**src/rtl/iram_pkg.sv**
```systemverilog
package iram_pkg;
  localparam int unsigned BYTE_W    = 8;
  localparam int unsigned ADDR_W    = 7;
  localparam int unsigned DEPTH     = 1 << ADDR_W;
  localparam int unsigned REG_W     = 3;
  localparam int unsigned BANK_W    = 2;
  localparam int unsigned BANK_LSB  = 3;
  localparam int unsigned BIT_BASE  = 32;

  typedef enum logic [1:0] {
    BIT_NOP = 2'd0,
    BIT_SET = 2'd1,
    BIT_CLR = 2'd2,
    BIT_PUT = 2'd3
  } bit_op_e;
endpackage

```
**src/rtl/iram_bank_map.sv**
```systemverilog
module iram_bank_map #(
  parameter int unsigned REG_W  = iram_pkg::REG_W,
  parameter int unsigned BANK_W = iram_pkg::BANK_W,
  parameter int unsigned ADDR_W = iram_pkg::ADDR_W
) (
  input  logic [BANK_W-1:0] bank_i,
  input  logic [REG_W-1:0]  reg_num_i,
  output logic [ADDR_W-1:0] addr_o
);
  localparam int unsigned PAD_W = ADDR_W - BANK_W - REG_W;

  // bank n spans 8n..8n+7
  assign addr_o = {{PAD_W{1'b0}}, bank_i, reg_num_i};
endmodule

```
**src/rtl/iram_bit_map.sv**
```systemverilog
module iram_bit_map #(
  parameter int unsigned ADDR_W   = iram_pkg::ADDR_W,
  parameter int unsigned BYTE_W   = iram_pkg::BYTE_W,
  parameter int unsigned BIT_BASE = iram_pkg::BIT_BASE
) (
  input  logic [ADDR_W-1:0]         bit_addr_i,
  output logic [ADDR_W-1:0]         byte_addr_o,
  output logic [$clog2(BYTE_W)-1:0] bit_idx_o
);
  localparam int unsigned IDX_W = $clog2(BYTE_W);
  localparam logic [ADDR_W-1:0] BASE_A = ADDR_W'(BIT_BASE);

  assign byte_addr_o = BASE_A + {{IDX_W{1'b0}}, bit_addr_i[ADDR_W-1:IDX_W]};
  assign bit_idx_o   = bit_addr_i[IDX_W-1:0];
endmodule

```
**src/rtl/iram_status.sv**
```systemverilog
module iram_status #(
  parameter int unsigned BYTE_W   = iram_pkg::BYTE_W,
  parameter int unsigned BANK_W   = iram_pkg::BANK_W,
  parameter int unsigned BANK_LSB = iram_pkg::BANK_LSB
) (
  input  logic              clk_i,
  input  logic              rst_ni,
  input  logic              we_i,
  input  logic [BYTE_W-1:0] wdata_i,
  output logic [BYTE_W-1:0] q_o,
  output logic [BANK_W-1:0] bank_o
);
  logic [BYTE_W-1:0] stat_q;

  always_ff @(posedge clk_i or negedge rst_ni) begin
    if (!rst_ni)   stat_q <= '0;
    else if (we_i) stat_q <= wdata_i;
  end

  assign q_o    = stat_q;
  assign bank_o = stat_q[BANK_LSB +: BANK_W];

  p_stat_load_r2: assert property (@(posedge clk_i) disable iff (!rst_ni)
    we_i |=> q_o == $past(wdata_i));

  p_stat_hold_r2: assert property (@(posedge clk_i) disable iff (!rst_ni)
    !we_i |=> $stable(q_o));
endmodule

```
**src/rtl/iram_store.sv**
```systemverilog
module iram_store #(
  parameter int unsigned BYTE_W = iram_pkg::BYTE_W,
  parameter int unsigned ADDR_W = iram_pkg::ADDR_W,
  parameter int unsigned DEPTH  = iram_pkg::DEPTH
) (
  input  logic                      clk_i,
  input  logic                      rst_ni,
  input  logic                      byte_we_i,
  input  logic [ADDR_W-1:0]         byte_addr_i,
  input  logic [BYTE_W-1:0]         byte_wdata_i,
  input  logic                      reg_we_i,
  input  logic [ADDR_W-1:0]         reg_addr_i,
  input  logic [BYTE_W-1:0]         reg_wdata_i,
  input  logic                      bit_we_i,
  input  logic [ADDR_W-1:0]         bit_byte_i,
  input  logic [$clog2(BYTE_W)-1:0] bit_idx_i,
  input  logic                      bit_val_i,
  output logic [BYTE_W-1:0]         byte_rdata_o,
  output logic [BYTE_W-1:0]         reg_rdata_o,
  output logic [BYTE_W-1:0]         bit_rbyte_o
);
  logic [BYTE_W-1:0] mem_w [DEPTH];

  // rst_ni only gates the checks; contents survive reset
  for (genvar i = 0; i < DEPTH; i++) begin : g_cell
    logic              hit_byte, hit_reg, hit_bit;
    logic [BYTE_W-1:0] cell_q, cell_d;

    assign hit_byte = byte_we_i && (byte_addr_i == ADDR_W'(i));
    assign hit_reg  = reg_we_i  && (reg_addr_i  == ADDR_W'(i));
    assign hit_bit  = bit_we_i  && (bit_byte_i  == ADDR_W'(i));

    // merge order: byte, then register, then bit
    always_comb begin
      cell_d = cell_q;
      if (hit_byte) cell_d = byte_wdata_i;
      if (hit_reg)  cell_d = reg_wdata_i;
      if (hit_bit)  cell_d[bit_idx_i] = bit_val_i;
    end

    always_ff @(posedge clk_i) begin
      if (hit_byte || hit_reg || hit_bit) cell_q <= cell_d;
    end

    assign mem_w[i] = cell_q;
  end

  assign byte_rdata_o = mem_w[byte_addr_i];
  assign reg_rdata_o  = mem_w[reg_addr_i];
  assign bit_rbyte_o  = mem_w[bit_byte_i];

  p_byte_wr_r5: assert property (@(posedge clk_i) disable iff (!rst_ni)
    (byte_we_i && !(reg_we_i && reg_addr_i == byte_addr_i)
               && !(bit_we_i && bit_byte_i == byte_addr_i))
    |=> mem_w[$past(byte_addr_i)] == $past(byte_wdata_i));

  p_reg_wr_r3: assert property (@(posedge clk_i) disable iff (!rst_ni)
    (reg_we_i && !(bit_we_i && bit_byte_i == reg_addr_i))
    |=> mem_w[$past(reg_addr_i)] == $past(reg_wdata_i));

  p_bit_val_r8: assert property (@(posedge clk_i) disable iff (!rst_ni)
    bit_we_i |=> mem_w[$past(bit_byte_i)][$past(bit_idx_i)] == $past(bit_val_i));

  p_bit_keep_r7: assert property (@(posedge clk_i) disable iff (!rst_ni)
    (bit_we_i && !(byte_we_i && byte_addr_i == bit_byte_i)
              && !(reg_we_i && reg_addr_i == bit_byte_i))
    |=> ((mem_w[$past(bit_byte_i)] ^ $past(bit_rbyte_o))
         & ~(BYTE_W'(1) << $past(bit_idx_i))) == '0);
endmodule

```
**src/rtl/iram_core.sv**
```systemverilog
module iram_core
  import iram_pkg::*;
(
  input  logic        clk_i,
  input  logic        rst_ni,
  input  logic        stat_we_i,
  input  logic [7:0]  stat_wdata_i,
  output logic [7:0]  stat_o,
  output logic [1:0]  bank_o,
  input  logic [6:0]  byte_addr_i,
  input  logic        byte_we_i,
  input  logic [7:0]  byte_wdata_i,
  output logic [7:0]  byte_rdata_o,
  input  logic [2:0]  reg_num_i,
  input  logic        reg_we_i,
  input  logic [7:0]  reg_wdata_i,
  output logic [7:0]  reg_rdata_o,
  input  logic [6:0]  bit_addr_i,
  input  logic [1:0]  bit_op_i,
  input  logic        bit_wdata_i,
  output logic        bit_rdata_o
);
  localparam int unsigned IDX_W = $clog2(BYTE_W);

  logic [BANK_W-1:0] bank;
  logic [ADDR_W-1:0] reg_addr, bit_byte;
  logic [IDX_W-1:0]  bit_idx;
  logic [BYTE_W-1:0] bit_rbyte;
  logic              bit_we, bit_val;

  iram_status #(.BYTE_W(BYTE_W), .BANK_W(BANK_W), .BANK_LSB(BANK_LSB)) u_status (
    .clk_i   (clk_i),
    .rst_ni  (rst_ni),
    .we_i    (stat_we_i),
    .wdata_i (stat_wdata_i),
    .q_o     (stat_o),
    .bank_o  (bank)
  );

  iram_bank_map #(.REG_W(REG_W), .BANK_W(BANK_W), .ADDR_W(ADDR_W)) u_bank_map (
    .bank_i    (bank),
    .reg_num_i (reg_num_i),
    .addr_o    (reg_addr)
  );

  iram_bit_map #(.ADDR_W(ADDR_W), .BYTE_W(BYTE_W), .BIT_BASE(BIT_BASE)) u_bit_map (
    .bit_addr_i  (bit_addr_i),
    .byte_addr_o (bit_byte),
    .bit_idx_o   (bit_idx)
  );

  assign bit_we  = bit_op_i != BIT_NOP;
  assign bit_val = (bit_op_i == BIT_SET) || ((bit_op_i == BIT_PUT) && bit_wdata_i);

  iram_store #(.BYTE_W(BYTE_W), .ADDR_W(ADDR_W), .DEPTH(DEPTH)) u_store (
    .clk_i        (clk_i),
    .rst_ni       (rst_ni),
    .byte_we_i    (byte_we_i),
    .byte_addr_i  (byte_addr_i),
    .byte_wdata_i (byte_wdata_i),
    .reg_we_i     (reg_we_i),
    .reg_addr_i   (reg_addr),
    .reg_wdata_i  (reg_wdata_i),
    .bit_we_i     (bit_we),
    .bit_byte_i   (bit_byte),
    .bit_idx_i    (bit_idx),
    .bit_val_i    (bit_val),
    .byte_rdata_o (byte_rdata_o),
    .reg_rdata_o  (reg_rdata_o),
    .bit_rbyte_o  (bit_rbyte)
  );

  assign bank_o      = bank;
  assign bit_rdata_o = bit_rbyte[bit_idx];

  p_reg_view_r3: assert property (@(posedge clk_i) disable iff (!rst_ni)
    (reg_addr == byte_addr_i) |-> (reg_rdata_o == byte_rdata_o));

  p_bank_old_r10: assert property (@(posedge clk_i) disable iff (!rst_ni)
    (stat_we_i && reg_we_i && !bit_we && !(byte_we_i && byte_addr_i == reg_addr))
    |=> byte_rdata_o == byte_rdata_o && u_store.mem_w[{2'b00, $past(bank), $past(reg_num_i)}] == $past(reg_wdata_i));
endmodule

```
**config.mk**
```make
export PLATFORM = sky130hd
export DESIGN_NAME = iram_core
export DESIGN_NICKNAME = d
export VERILOG_FILES = /design/src/rtl/iram_pkg.sv /design/src/rtl/iram_bank_map.sv /design/src/rtl/iram_bit_map.sv /design/src/rtl/iram_status.sv /design/src/rtl/iram_store.sv /design/src/rtl/iram_core.sv
export SDC_FILE = /design/constraint.sdc
export NUM_CORES = 2
export LEC_CHECK = 0
export BUFFER_PORTS_ARGS = -buffer_cell sky130_fd_sc_hd__buf_2
export CAP_MARGIN = 40
export CORE_UTILIZATION = 40
export DETAILED_ROUTE_END_ITERATION = 16
export GPL_TIMING_DRIVEN = 0
export MAX_ROUTING_LAYER = met4
export SYNTH_ARGS = -nofsm -noshare
export SYNTH_HDL_FRONTEND = slang
export SYNTH_SLANG_ARGS = --single-unit
```
**constraint.sdc**
```tcl
create_clock -name clk_i -period 3.63 [get_ports clk_i]
set_clock_uncertainty 0.1 [all_clocks]
set_input_delay 0.363 -clock clk_i [delete_from_list [all_inputs] [get_ports clk_i]]
set_output_delay 0.363 -clock clk_i [all_outputs]
set_load 0.05 [all_outputs]
```
# --- Word-level counts from Yosys, hierarchy flattened ---
# Index checks and enable logic that the tools add are counted.
op_classes:
  addsub: 1
  order_cmp: 5
  n_eq_ne: 287
  muxes: 429
  n_bitwise: 3
  n_reduce_logical: 455
op_table:
  columns: ["operator", "n"]
  rows:
  - ["2-to-1 mux 8 bit", 294]
  - ["bitwise mux 8 bit", 128]
  - ["equality test 7 bit, second input constant", 128]
  - ["equality test 7 x 6 -> 1 bit, second input constant", 64]
  - ["logical AND 1 bit", 290]
  - ["equality test 7 x 5 -> 1 bit, second input constant", 32]
  - ["binary-select mux 8 bit (select 7 bit)", 3]
  - ["logical OR 1 bit", 161]
  - ["equality test 7 x 4 -> 1 bit, second input constant", 16]
  - ["equality test 5 bit, second input constant", 16]
  - ["equality test 7 x 3 -> 1 bit, second input constant", 8]
  - ["equality test 5 x 4 -> 1 bit, second input constant", 8]
  - ["equality test 7 x 2 -> 1 bit, second input constant", 4]
  - ["greater-or-equal comparator 8 bit, second input constant", 3]
  - ["logical NOT 7 bit", 3]
  - ["equality test 5 x 3 -> 1 bit, second input constant", 4]
  - ["NOT 7 -> 8 bit", 2]
  - ["equality test 7 x 1 -> 1 bit, second input constant", 2]
  - ["equality test 5 x 2 -> 1 bit, second input constant", 2]
  - ["NOT 5 -> 8 bit", 1]
  - ["adder 6 x 4 -> 7 bit, first input constant", 1]
  - ["equality test 5 x 1 -> 1 bit, second input constant", 1]
  - ["less-than comparator 3 x 4 -> 1 bit, second input constant", 1]
  - ["binary-select mux 1 bit (select 3 bit)", 1]
  - ["other kinds (6)", 7]
word_totals:
  reg_bits: 1032
  input_bits: 49
  output_inout_bits: 27
  word_cells: 1309

# --- Longest topological paths before layout ---
logic_depth:
  ltp_word: 7
  mapped_depth: 13
  mapped_depth_nobuf: 6

# --- Hierarchy ---
# From an unflattened synthesis, not the netlist that was laid out.
unflattened:
  hier_cells: 8768
  hier_area_um2: 97224.5
by_module_without_submodules:
  columns: ["module", "n_inst", "cells_each", "area_per_inst_um2", "seq_area_each_um2"]
  rows:
  - ["iram_store", 1, 8723, 96657.7, 30749.5]
  - ["iram_status", 1, 19, 346.6, 200.2]
  - ["iram_bit_map", 1, 12, 82.6, 0.0]
  - ["iram_core", 1, 6, 81.3, 0.0]
  - ["iram_bank_map", 1, 8, 56.3, 0.0]

# --- Least setup slack after synthesis ---
# OpenSTA, ideal clock, no wires.
synth_timing:
  kind: "input -> output"
  startpoint: "in byte_addr_i[1]"
  endpoint: "out byte_rdata_o[7]"
  t_arrival_ns: 2.700
  t_required_ns: 3.167
  path_slack_ns: 0.467
  path_stages: 12
  n_path_buf: 7
  path_cell_list: "buf_6 > buf_12 > buf_12 > buf_12 > buf_4 > buf_4 > buf_4 > mux4_2 > nand2_1 > o211ai_1 > nand2_1 > a31oi_1"
synth_via:
  elab_chain_cells: 4
synth_lines:
  columns: ["element", "line_no", "source"]
  rows:
  - ["start: declaration", "iram_core.sv:10", "input logic [6:0] byte_addr_i,"]
  - ["NOT 7 -> 8 bit (implied by the code)", "iram_store.sv:48", "assign byte_rdata_o = mem_w[byte_addr_i];"]
  - ["binary-select mux 8 bit (select 7 bit)", "iram_store.sv:48", null]
  - ["2-to-1 mux 8 bit (implied by the code) (2 in series)", "iram_store.sv:48", null]
  - ["end: declaration", "iram_core.sv:13", "output logic [7:0] byte_rdata_o,"]
# No other way between the ends. The select of a mux whose other input is x is not followed.

# --- Final worst setup path ---
layout_timing:
  startpoint: "in byte_addr_i[3]"
  endpoint: "out byte_rdata_o[3]"
# The elaborated chain is that of the path after synthesis.

==> summary.txt <==
vias in the first global route = 32200
clock share of power = 40.5%
EDFF count, synth = 1024
Die H = 358 um
Area Overhead vs Synth = 17.4%
port buffer count = 66
slew margin rel. = 30.3%
Placed Area = 54900 um2
Skew-Pair Late Insertion Delay = 0.73 ns
top cells by count, synth = 1024 x edfxtp_1, 416 x mux2i_1, 304 x mux2_2
Post-Route Utilization = 47.3%
RSZ-0062 raised after global routing = true
Comb pwr share = 11.4%
slowest stage delay, CP = 0.45 ns
I/O pin cnt = 76
DRT iter0 DRCs = 5747
FILL cells = 10700
Syn Std Cell Area = 50700 um2
Post-Syn Nets = 3105
Vias/cell = 6.61
failing checks = negative setup slack
DR vias = 34200
Worst Max-Slew Pin Slew = 1.04 ns
switching part of the total = 25.6%
Max Root-Sink Buffers = 3
Fin. Hold Viols = 0
Die Width = 358 um
Core ar. = 126000 um2
post-synth top area share = 60.7%
initial core utilization = 40.3%
DR pass1 iterations = 6
Post-DP HPWL = 145 mm
gr usage total = 32.7%
MaxCap Viol Count = 0
worst-path fanout max = 10
part of the power in registers = 48.1%
routed wire length = 205 mm
xor-xnor portion of the synthesized cell area = 0%
DRC violations left = 0
Synth Area in Compound Gates = 2.85%
Final ANT Viol Nets = 0
NetSw = 7.06 mW
flop and latch count out of synthesis = 1032
met2 wire length = 89.9 mm
largest cells by area after synthesis = edfxtp_1 61%, mux4_2 13%, mux2i_1 8.2%
Pint = 20.5 mW
post-route cell area = 59500 um2
Clock transition at path regs = 0.06 ns
TritonCTS clock tree = built
multi-input logic area = 18700 um2
CTS buffer count = 110
htree depth = 3
PwrDens = 463 nW/um2
total global routing overflow = 0
CP Launch Type = input port
CP Capture Type = output pin
mean routed wirelength per cell = 39.6 um
yosys warns = 0
Cell variety after synth = 62
uppermost layer routed = met4
CP required = 3.17 ns
root buf cell = clkbuf_16
setup ws final = -0.139 ns
Row Count = 130
area leader, netlist = edfxtp_1
final cycle utilization of the critical path = 104%
met1 wire length = 76.0 mm
Post-Syn Area per Cell = 16.6 um2
Mapped Cells = 3056
Post-Synth Adder-Cell Area = 0%
highest clock rate = 0.265 GHz
Crit-path slowest cell = a311oi_4
leak pwr = 20.1 nW
layout cells sized above 1 = 33.2%
DR WL met3 = 27.7 mm
Worst VDD drop = 0.415 mV
Hold/Removal Path Class = in2reg
sequential share of the synthesized area = 61.1%
WS Path Type = in2out
ys flop type = edfxtp_1
Async S/R FF share, synth = 0.775%
first-pass GRT wire length = 274 mm
main combinational cell family by area after synthesis = multiplexers
critical path's most frequent cell = buf_6
most numerous cell in the Yosys netlist = edfxtp_1
Final TNS setup = -0.472 ns
routability cong. = 1.01
Cell Chain, Critical Path = buf_6 > buf_6 > buf_6 > clkbuf_2 > buf_8 > mux4_2 > o21ai_1 > nand2_1 > a311oi_4 > a2bb2oi_4 > buf_4
post-synthesis simple-gate area fraction = 4.73%
status = complete, but fails checks
register area = 30900 um2
crit path time final = 3.77 ns
Final setup viols = 8
Die ar. = 128000 um2
fraction of synthesized area in multiplexers = 28.6%
initial antenna violation count = 11
critical path arrival = 3.31 ns
pin count of the biggest net entering global routing = 84
Max Transition Viols Final = 0
CTS sink cnt = 1032
nets = 3481
==> final cells by class <==
cell class	count	area share, %
well taps	1650	3.47
repair buffers	267	4.01
inverters	4	0.0252
clock inverters	60	0.950
plain buffers	261	3.17
diodes	10	0.0420
clock buffers	135	4.82
flip-flops and latches	1032	52.0
multi-input cells	1756	31.5
==> cells in the final DEF, fill, tap and decap left out, drive strengths merged, types with 7 or more instances in the layout <==
master	count
edfxtp	1024
mux2i	416
buf	352
mux4	305
mux2	304
clkbuf	290
nor2	217
nand2	136
clkinv	47
nand3	39
o21ai	39
nor2b	32
o22ai	27
a21oi	27
a211oi	25
a22oi	22
nor3	22
dlygate4sd3	21
a221oi	21
nand2b	13
nand4	11
diode	10
nand3b	9
bufinv	9
dfrtp	8
and2	7
inv	7
==> cells by family after synthesis <==
logic type             after synthesis
AOI/OAI and AO/OA                  208
buffers and inverters              268
DFF                               1032
muxes                             1025
and+or+nand+nor                    523
==> power by group through the flow <==
stage	sequential, mW	clock (mW)	combinational (mW)
finish	13.2	11.2	3.15
global route	13.2	11.6	3.16
CTS	13.2	11.2	3.01
detailed placement	13.5	0	2.86
global placement	13.5	0	2.72
floorplan	13.5	0	1.48
==> path summary, 6_finish.rpt <==
| check | startpoint | depth (start not counted) | end | slack [ns] |
|---|---|---|---|---|
| worst max-delay path | byte_addr_i[3] | 11 | byte_rdata_o[3] | -0.14 |
| worst min-delay path | reg_wdata_i[2] | 2 | u_store.g_cell[22].cell_q[2]$_DFFE_PP_ | 0.03 |
| worst max register to register | u_status.q_o[4]$_DFFE_PN0P_ | 5 | u_store.g_cell[17].cell_q[0]$_DFFE_PP_ | 0.14 |
| worst min register to register | u_status.q_o[0]$_DFFE_PN0P_ | 1 | u_status.q_o[0]$_DFFE_PN0P_ | 0.41 |
| max in group asynchronous | rst_ni | 3 | u_status.q_o[0]$_DFFE_PN0P_ | 2.59 |
| min in group asynchronous | rst_ni | 3 | u_status.q_o[6]$_DFFE_PN0P_ | 0.55 |
==> timing repair <==
action	in CTS	in global routing
gates cloned	0	0
pin swaps	10	6
buffers inserted	4	0
resized for setup	207	32
hold buffers	20	0
endpoints found under the hold margin	71	0
setup endpoints to repair	708	11
==> layer usage <==
metal | global-route usage, % | up-vias
li1 | - | 13100
met1 | 41.5 | 17700
met2 | 47.4 | 2814
met3 | 10.9 | 593
met4 | 14.5 | 0
met5 | - | -
==> state kept, by name (all words and copies together) (netlist names) <==
name                   count
u_store.g_cell.cell_q   1024
u_status.q_o               8
==> metrics by stage <==
step	cells	setup slack [ns]	hold WS [ns]	total power [mW]
after detailed placement	4947	-1.89	0.118	16.4
final	5175	-0.139	0.0293	27.6
after global placement	4772	-2.41	0.116	16.2
after global routing	5172	-0.0490	0.0139	28.0
after CTS	5164	0.000466	0.00418	27.4
after floorplan	3056	0.467	-0.0326	15.0
==> critical path, delay by kind of cell <==
| family | cells | cell delay [ns] |
|---|---|---|
| buffers and inverters | 6 | 1.41 |
| AOI/OAI and AO/OA | 3 | 0.86 |
| muxes | 1 | 0.36 |
| and+or+nand+nor | 1 | 0.26 |
Power figures use the tool's default switching activity.
